**src/rtl/sxv_pkg.sv**
```systemverilog
package sxv_pkg;

    // Sample and frame geometry
    localparam int unsigned SAMPLE_W       = 16;
    localparam int unsigned FRAME_W        = 2 * SAMPLE_W;
    localparam int unsigned POS_W          = $clog2(FRAME_W);

    // Half bit period at full rate is 2**BASE_HALF_LOG2 master clocks
    localparam int unsigned BASE_HALF_LOG2 = 2;
    localparam int unsigned MAX_SCALE_LOG2 = 2;
    localparam int unsigned DIV_W          = BASE_HALF_LOG2 + MAX_SCALE_LOG2;

    typedef logic [SAMPLE_W-1:0] sample_t;
    typedef logic [FRAME_W-1:0]  frame_t;
    typedef logic [POS_W-1:0]    pos_t;
    typedef logic [DIV_W-1:0]    div_t;

    typedef enum logic [1:0] {
        RATE_X1       = 2'd0,
        RATE_X2       = 2'd1,
        RATE_X4       = 2'd2,
        RATE_X4_ALIAS = 2'd3
    } rate_e;

    typedef struct packed {
        sample_t left;
        sample_t right;
    } stereo_t;

    typedef struct packed {
        rate_e rate;
        logic  one_bit_delay;
        logic  swap_lr;
    } cfg_t;

    // Last count value of the half-period prescaler for a rate setting
    function automatic div_t half_limit(rate_e r);
        int unsigned scale;
        scale = (r == RATE_X4_ALIAS) ? MAX_SCALE_LOG2 : int'(unsigned'(r));
        return div_t'((32'd1 << (BASE_HALF_LOG2 + scale)) - 32'd1);
    endfunction

    // Slot 0 (word select low) is sent first
    function automatic frame_t pack_frame(stereo_t p, logic swap);
        return swap ? {p.right, p.left} : {p.left, p.right};
    endfunction

    function automatic stereo_t unpack_frame(frame_t f, logic swap);
        stereo_t p;
        if (swap) begin
            p.left  = f[SAMPLE_W-1:0];
            p.right = f[FRAME_W-1:SAMPLE_W];
        end else begin
            p.left  = f[FRAME_W-1:SAMPLE_W];
            p.right = f[SAMPLE_W-1:0];
        end
        return p;
    endfunction

endpackage

```
**src/rtl/sxv_clkgen.sv**
```systemverilog
module sxv_clkgen
    import sxv_pkg::*;
(
    input  logic  clk,
    input  logic  rst,
    input  rate_e rate,
    output logic  bclk,
    output pos_t  pos,
    output logic  rise_ev,
    output logic  fall_ev
);

    div_t div_q;
    logic wrap;

    assign wrap    = (div_q == half_limit(rate));
    assign rise_ev = wrap && !bclk;
    assign fall_ev = wrap && bclk;

    always_ff @(posedge clk) begin
        if (rst) begin
            div_q <= '0;
            bclk  <= 1'b0;
            pos   <= '1;        // first falling edge moves to position 0
        end else if (wrap) begin
            div_q <= '0;
            bclk  <= ~bclk;
            if (bclk) begin
                pos <= pos + pos_t'(1);
            end
        end else begin
            div_q <= div_q + div_t'(1);
        end
    end

endmodule

```
**src/rtl/sxv_tx.sv**
```systemverilog
module sxv_tx
    import sxv_pkg::*;
(
    input  logic    clk,
    input  logic    rst,
    input  logic    fall_ev,
    input  pos_t    pos,
    input  cfg_t    cfg,
    input  logic    in_valid,
    output logic    in_ready,
    input  stereo_t in_pair,
    output logic    sd,
    output logic    underrun
);

    logic    held_q;
    stereo_t hold_q;
    frame_t  shift_q;

    pos_t    next_pos;
    pos_t    data_idx;
    logic    frame_start;
    logic    accept;
    frame_t  fresh;

    always_comb begin
        next_pos    = pos + pos_t'(1);
        data_idx    = next_pos - pos_t'(cfg.one_bit_delay);
        frame_start = fall_ev && (data_idx == '0);
        accept      = in_valid && !held_q;
        fresh       = held_q ? pack_frame(hold_q, cfg.swap_lr) : '0;
    end

    assign in_ready = !held_q;

    always_ff @(posedge clk) begin
        if (rst) begin
            held_q   <= 1'b0;
            hold_q   <= '0;
            shift_q  <= '0;
            sd       <= 1'b0;
            underrun <= 1'b0;
        end else begin
            // An accept needs an empty register, so it cannot meet a pending load
            if (accept) begin
                held_q <= 1'b1;
                hold_q <= in_pair;
            end else if (frame_start) begin
                held_q <= 1'b0;
            end

            if (frame_start && !held_q) begin
                underrun <= 1'b1;
            end

            if (fall_ev) begin
                if (frame_start) begin
                    sd      <= fresh[FRAME_W-1];
                    shift_q <= {fresh[FRAME_W-2:0], 1'b0};
                end else begin
                    sd      <= shift_q[FRAME_W-1];
                    shift_q <= {shift_q[FRAME_W-2:0], 1'b0};
                end
            end
        end
    end

endmodule

```
**src/rtl/sxv_rx.sv**
```systemverilog
module sxv_rx
    import sxv_pkg::*;
(
    input  logic    clk,
    input  logic    rst,
    input  logic    rise_ev,
    input  pos_t    pos,
    input  cfg_t    cfg,
    input  logic    sd,
    output logic    out_valid,
    input  logic    out_ready,
    output stereo_t out_pair,
    output logic    overrun
);

    frame_t shift_q;
    logic   armed_q;

    pos_t   data_idx;
    frame_t assembled;
    logic   capture;
    logic   consume;

    always_comb begin
        data_idx  = pos - pos_t'(cfg.one_bit_delay);
        assembled = {shift_q[FRAME_W-2:0], sd};
        capture   = rise_ev && armed_q && (data_idx == pos_t'(FRAME_W - 1));
        consume   = out_valid && out_ready;
    end

    always_ff @(posedge clk) begin
        if (rst) begin
            shift_q   <= '0;
            armed_q   <= 1'b0;
            out_valid <= 1'b0;
            out_pair  <= '0;
            overrun   <= 1'b0;
        end else begin
            if (rise_ev) begin
                shift_q <= assembled;
                // Arm only once a frame's first bit is seen
                if (data_idx == '0) begin
                    armed_q <= 1'b1;
                end
            end

            if (capture) begin
                out_pair  <= unpack_frame(assembled, cfg.swap_lr);
                out_valid <= 1'b1;
                if (out_valid && !consume) begin
                    overrun <= 1'b1;
                end
            end else if (consume) begin
                out_valid <= 1'b0;
            end
        end
    end

endmodule

```
**src/rtl/stereo_serial_xcvr.sv**
```systemverilog
module stereo_serial_xcvr
    import sxv_pkg::*;
(
    input  logic                clk,
    input  logic                rst,
    input  logic [1:0]          cfg_rate,
    input  logic                cfg_one_bit_delay,
    input  logic                cfg_swap_lr,
    input  logic                tx_valid,
    output logic                tx_ready,
    input  logic [SAMPLE_W-1:0] tx_left,
    input  logic [SAMPLE_W-1:0] tx_right,
    output logic                rx_valid,
    input  logic                rx_ready,
    output logic [SAMPLE_W-1:0] rx_left,
    output logic [SAMPLE_W-1:0] rx_right,
    output logic                tx_underrun,
    output logic                rx_overrun,
    output logic                bclk_o,
    output logic                wsel_o,
    output logic                sdata_o,
    input  logic                sdata_i
);

    cfg_t    cfg;
    pos_t    pos;
    logic    rise_ev;
    logic    fall_ev;
    stereo_t tx_pair;
    stereo_t rx_pair;

    assign cfg.rate          = rate_e'(cfg_rate);
    assign cfg.one_bit_delay = cfg_one_bit_delay;
    assign cfg.swap_lr       = cfg_swap_lr;

    assign tx_pair.left  = tx_left;
    assign tx_pair.right = tx_right;
    assign rx_left       = rx_pair.left;
    assign rx_right      = rx_pair.right;

    // Upper position bit selects the slot
    assign wsel_o = pos[POS_W-1];

    sxv_clkgen u_clkgen (
        .clk     (clk),
        .rst     (rst),
        .rate    (cfg.rate),
        .bclk    (bclk_o),
        .pos     (pos),
        .rise_ev (rise_ev),
        .fall_ev (fall_ev)
    );

    sxv_tx u_tx (
        .clk      (clk),
        .rst      (rst),
        .fall_ev  (fall_ev),
        .pos      (pos),
        .cfg      (cfg),
        .in_valid (tx_valid),
        .in_ready (tx_ready),
        .in_pair  (tx_pair),
        .sd       (sdata_o),
        .underrun (tx_underrun)
    );

    sxv_rx u_rx (
        .clk       (clk),
        .rst       (rst),
        .rise_ev   (rise_ev),
        .pos       (pos),
        .cfg       (cfg),
        .sd        (sdata_i),
        .out_valid (rx_valid),
        .out_ready (rx_ready),
        .out_pair  (rx_pair),
        .overrun   (rx_overrun)
    );

endmodule

```
**config.mk**
```make
export PLATFORM = sky130hd
export DESIGN_NAME = stereo_serial_xcvr
export DESIGN_NICKNAME = d
export VERILOG_FILES = /design/src/rtl/sxv_pkg.sv /design/src/rtl/sxv_clkgen.sv /design/src/rtl/sxv_tx.sv /design/src/rtl/sxv_rx.sv /design/src/rtl/stereo_serial_xcvr.sv
export SDC_FILE = /design/constraint.sdc
export NUM_CORES = 1
export LEC_CHECK = 0
export ABC_AREA = 1
export BUFFER_PORTS_ARGS = -buffer_cell sky130_fd_sc_hd__buf_2
export CAP_MARGIN = 20
export CORE_UTILIZATION = 50
export DETAILED_ROUTE_END_ITERATION = 12
export PLACE_DENSITY = 0.7
export SLEW_MARGIN = 20
export SYNTH_ARGS = -nofsm -noshare
export SYNTH_HDL_FRONTEND = slang
export SYNTH_SLANG_ARGS = --single-unit
```
**constraint.sdc**
```tcl
create_clock -name clk -period 2.59 [get_ports clk]
set_input_delay 0.518 -clock clk [delete_from_list [all_inputs] [get_ports clk]]
set_output_delay 0.518 -clock clk [all_outputs]
set_load 0.005 [all_outputs]
```
==> results.yml <==
logic_synthesis:
  async_flop_share_pct: 0
  ys_ff_latch: 142
  ys_seq_area_share_pct: 44.5
  syn_nets: 965
  synthTopCellsByArea: "dfxtp_1 (44%), o21ai_0 (9.9%), nor2_1 (9.7%), nand2_1 (6.0%), inv_1 (5.8%)"
  syn-cell-area_sq_um: 6390
  synth_top_area_share_pct: 44.5
  synth_ff_type: "dfxtp_1"
  syn_area_per_cell_sq_um: 6.97
  synth.distinct_cells: 32
  synth_edf_count: 0
  yosysTopAreaCell: "dfxtp_1"
  postSynthCellCount: 918
  synth-warning-count: 0
floorplan:
  die_x_um: 115
  dieHeight_um: 115
  io_pins: 80
  core_area_sq_um: 12300
  initial_core_util_pct: 52.2
  die-area_sq_um: 13200
  rows: 40
drt:
  vias_per_cell: 5.12
  vias: 5913
  wl_per_cell_um: 13.5
  drc: 0
  wl_mm: 15.5
  antenna_left: 0
  drtIter0Drc: 497
  drt_first_pass_iters: 7
power_and_ir_drop:
  p_per_area_nw_per_um2: 676
  power.share.combinational_pct: 6.6
  p_int_mw: 3.83
  pwr-share-seq_pct: 45.2
  p_sw_share_pct: 24.3
  vdd_drop_max_mv: 0.410
  power_switching_mw: 1.23
  clkPwrFrac_pct: 48.2
  power.leakage_nw: 3.26
placement:
  io_buffer_count: 79
  gp_congestion: 0.808
  dpl_worst_slack_ps: 116
  place_hpwl_mm: 10.2
  dp_cells: 1122
sta:
  finalCritPeriodShare_pct: 84.6
  rsz0062_at_grt: "false"
  hold_violations: 0
  fin_setup_tns_ps: 0
  max_freq_ghz: 0.456
  maxSlewHeadroom_pct: 58.0
  layout_setup_ws_ps: 399
  tightest_slew_ps: 629
  min_period_ps: 2190
  finalClockSkew_ps: 6.02
  setup_viol: 0
  slew_violations: 0
cts:
  hold_buffers: 0
  path_clk_slew_ps: 60
  cts_tree: "yes"
  cts_buffers: 17
  ctsResizeCount: 0
  cts_setup_buffers: 0
  cts.path.max_buffers: 2
  cts_num_sinks: 142
  cts_root_buffer: "clkbuf_16"
  clk-insertion-delay-late_ps: 420
  htree_num_levels: 4
worst_setup_path:
  worst_setup_path_start_kind: "flip-flop"
  critPathRequiredTime_ps: 2940
  cp-end-kind: "flip-flop"
  crit_type: "flip-flop to flip-flop"
  cp.arrival_ps: 2540
  critPathMaxFanout: 17
finish:
  num_antenna_cells: 0
  drive_above_1_share_pct: 14.7
  syn_to_final_growth_pct: 16.9
  stdcell_count: 1154
  final_core_util_pct: 61.0
  finalNetCount: 1020
grt:
  grt_start_max_net_pins: 80
  overflow: 0
  grt_pass1_wl_mm: 26.0
  antenna_found_initial: 0
  grt_usage_pct: 25.2
  grt_pass1_vias: 5358
worst_hold_path:
  hold_path_class: "input pin to flip-flop"
outcome:
  status: "completed"
run:
  cap_violations: 0
## layout by cell type (no fill, tap or decap), drive strengths merged
master,instances
o21ai,178
o211ai,1
xnor2,1
nand3,60
nor3,3
nor2,170
o21bai,1
nand4,2
a22oi,3
clkinvlp,3
a21oi,74
ha,6
bufinv,2
inv,107
xor2,6
dfxtp,142
clkbuf,20
buf,95
nand2,104
clkinv,6
o21a,1
nand3b,1
## worst max-delay path, cell delays in order (launching register included)
cell	delay [ps]
dfxtp_1	410
inv_1	110
ha_1	230
ha_1	320
nor3_1	200
nand2_1	90
clkinv_1	60
nand3_2	80
nor2_4	120
buf_4	250
o21ai_1	80
nor2_1	140
## worst paths after layout
| path | slack, ps | start | cells past startpoint | endpoint |
|---|---|---|---|---|
| max | 400 | u_clkgen.pos[0] | 11 | u_rx.out_pair[8] |
| min | 340 | tx_left[7] | 3 | u_tx.hold_q[23] |
| max reg2reg | 400 | u_clkgen.pos[0] | 11 | u_rx.out_pair[8] |
| min reg2reg | 460 | u_tx.underrun | 1 | u_tx.underrun |
## power groups by stage
stage                     combinational, mW  clock (mW)  sequential, mW
after detailed placement              0.331           0            2.33
after CTS                             0.333        2.48            2.28
after floorplan                       0.235           0            2.32
after global placement                0.326           0            2.33
final                                 0.333        2.44            2.28
after global routing                  0.382        2.57            2.29
## layer usage
layer	up-vias	share of wire, %	GRT usage, %
met5	-	0	0
li1	3067	-	-
met4	0	1.0	7.88
met3	14	5.0	5.96
met1	2684	51	37.0
met2	148	43	36.4
## stage by stage
stage                     hold WS, ps  total power, mW  instance area, sq um
final                             345             5.05                  7480
after global routing              345             5.24                  7480
after CTS                         331             5.09                  7470
after detailed placement          447             2.66                  6880
after global placement            444             2.65                  6880
after floorplan                   433             2.55                  6390
## cells in the mapped netlist, types with 3 or more instances
cell	instances
a21oi_1	74
a22oi_1	3
buf_2	9
buf_4	8
clkbuf_1	40
dfxtp_1	142
ha_1	6
inv_1	99
inv_2	5
nand2_1	103
nand3_1	56
nor2_1	166
nor2_4	3
nor3_1	3
o21ai_0	126
o21ai_1	52
xor2_1	4
## kinds of logic after synthesis
logic type,Yosys count,synth area share [%]
xor gates and xnor gates,7,1.19
adders and majority gates,6,1.17
buffers and inverters,165,10.4
and+or+nand+nor,340,22.4
AOI/OAI and AO/OA,258,20.4
DFF,142,44.5
## state kept, by name, summed over array words and instances, names as in the netlist
name / cells
u_rx.out_valid: 1
u_rx.shift_q: 31
u_tx.sd: 1
u_tx.hold_q: 32
u_tx.shift_q: 31
u_rx.armed_q: 1
u_tx.underrun: 1
u_tx.held_q: 1
u_clkgen.bclk: 1
u_clkgen.pos: 5
u_rx.overrun: 1
u_clkgen.div_q: 4
u_rx.out_pair: 32
## cell type report
class | instances | area [sq um]
fill | 1155 | 4780
multi-input combinational | 611 | 2890
sequential | 142 | 2840
timing repair buffer | 95 | 541
clock buffer | 20 | 457
inverter | 106 | 398
tap | 168 | 210
clock inverter | 12 | 135
(Power assumes the default switching activity.)
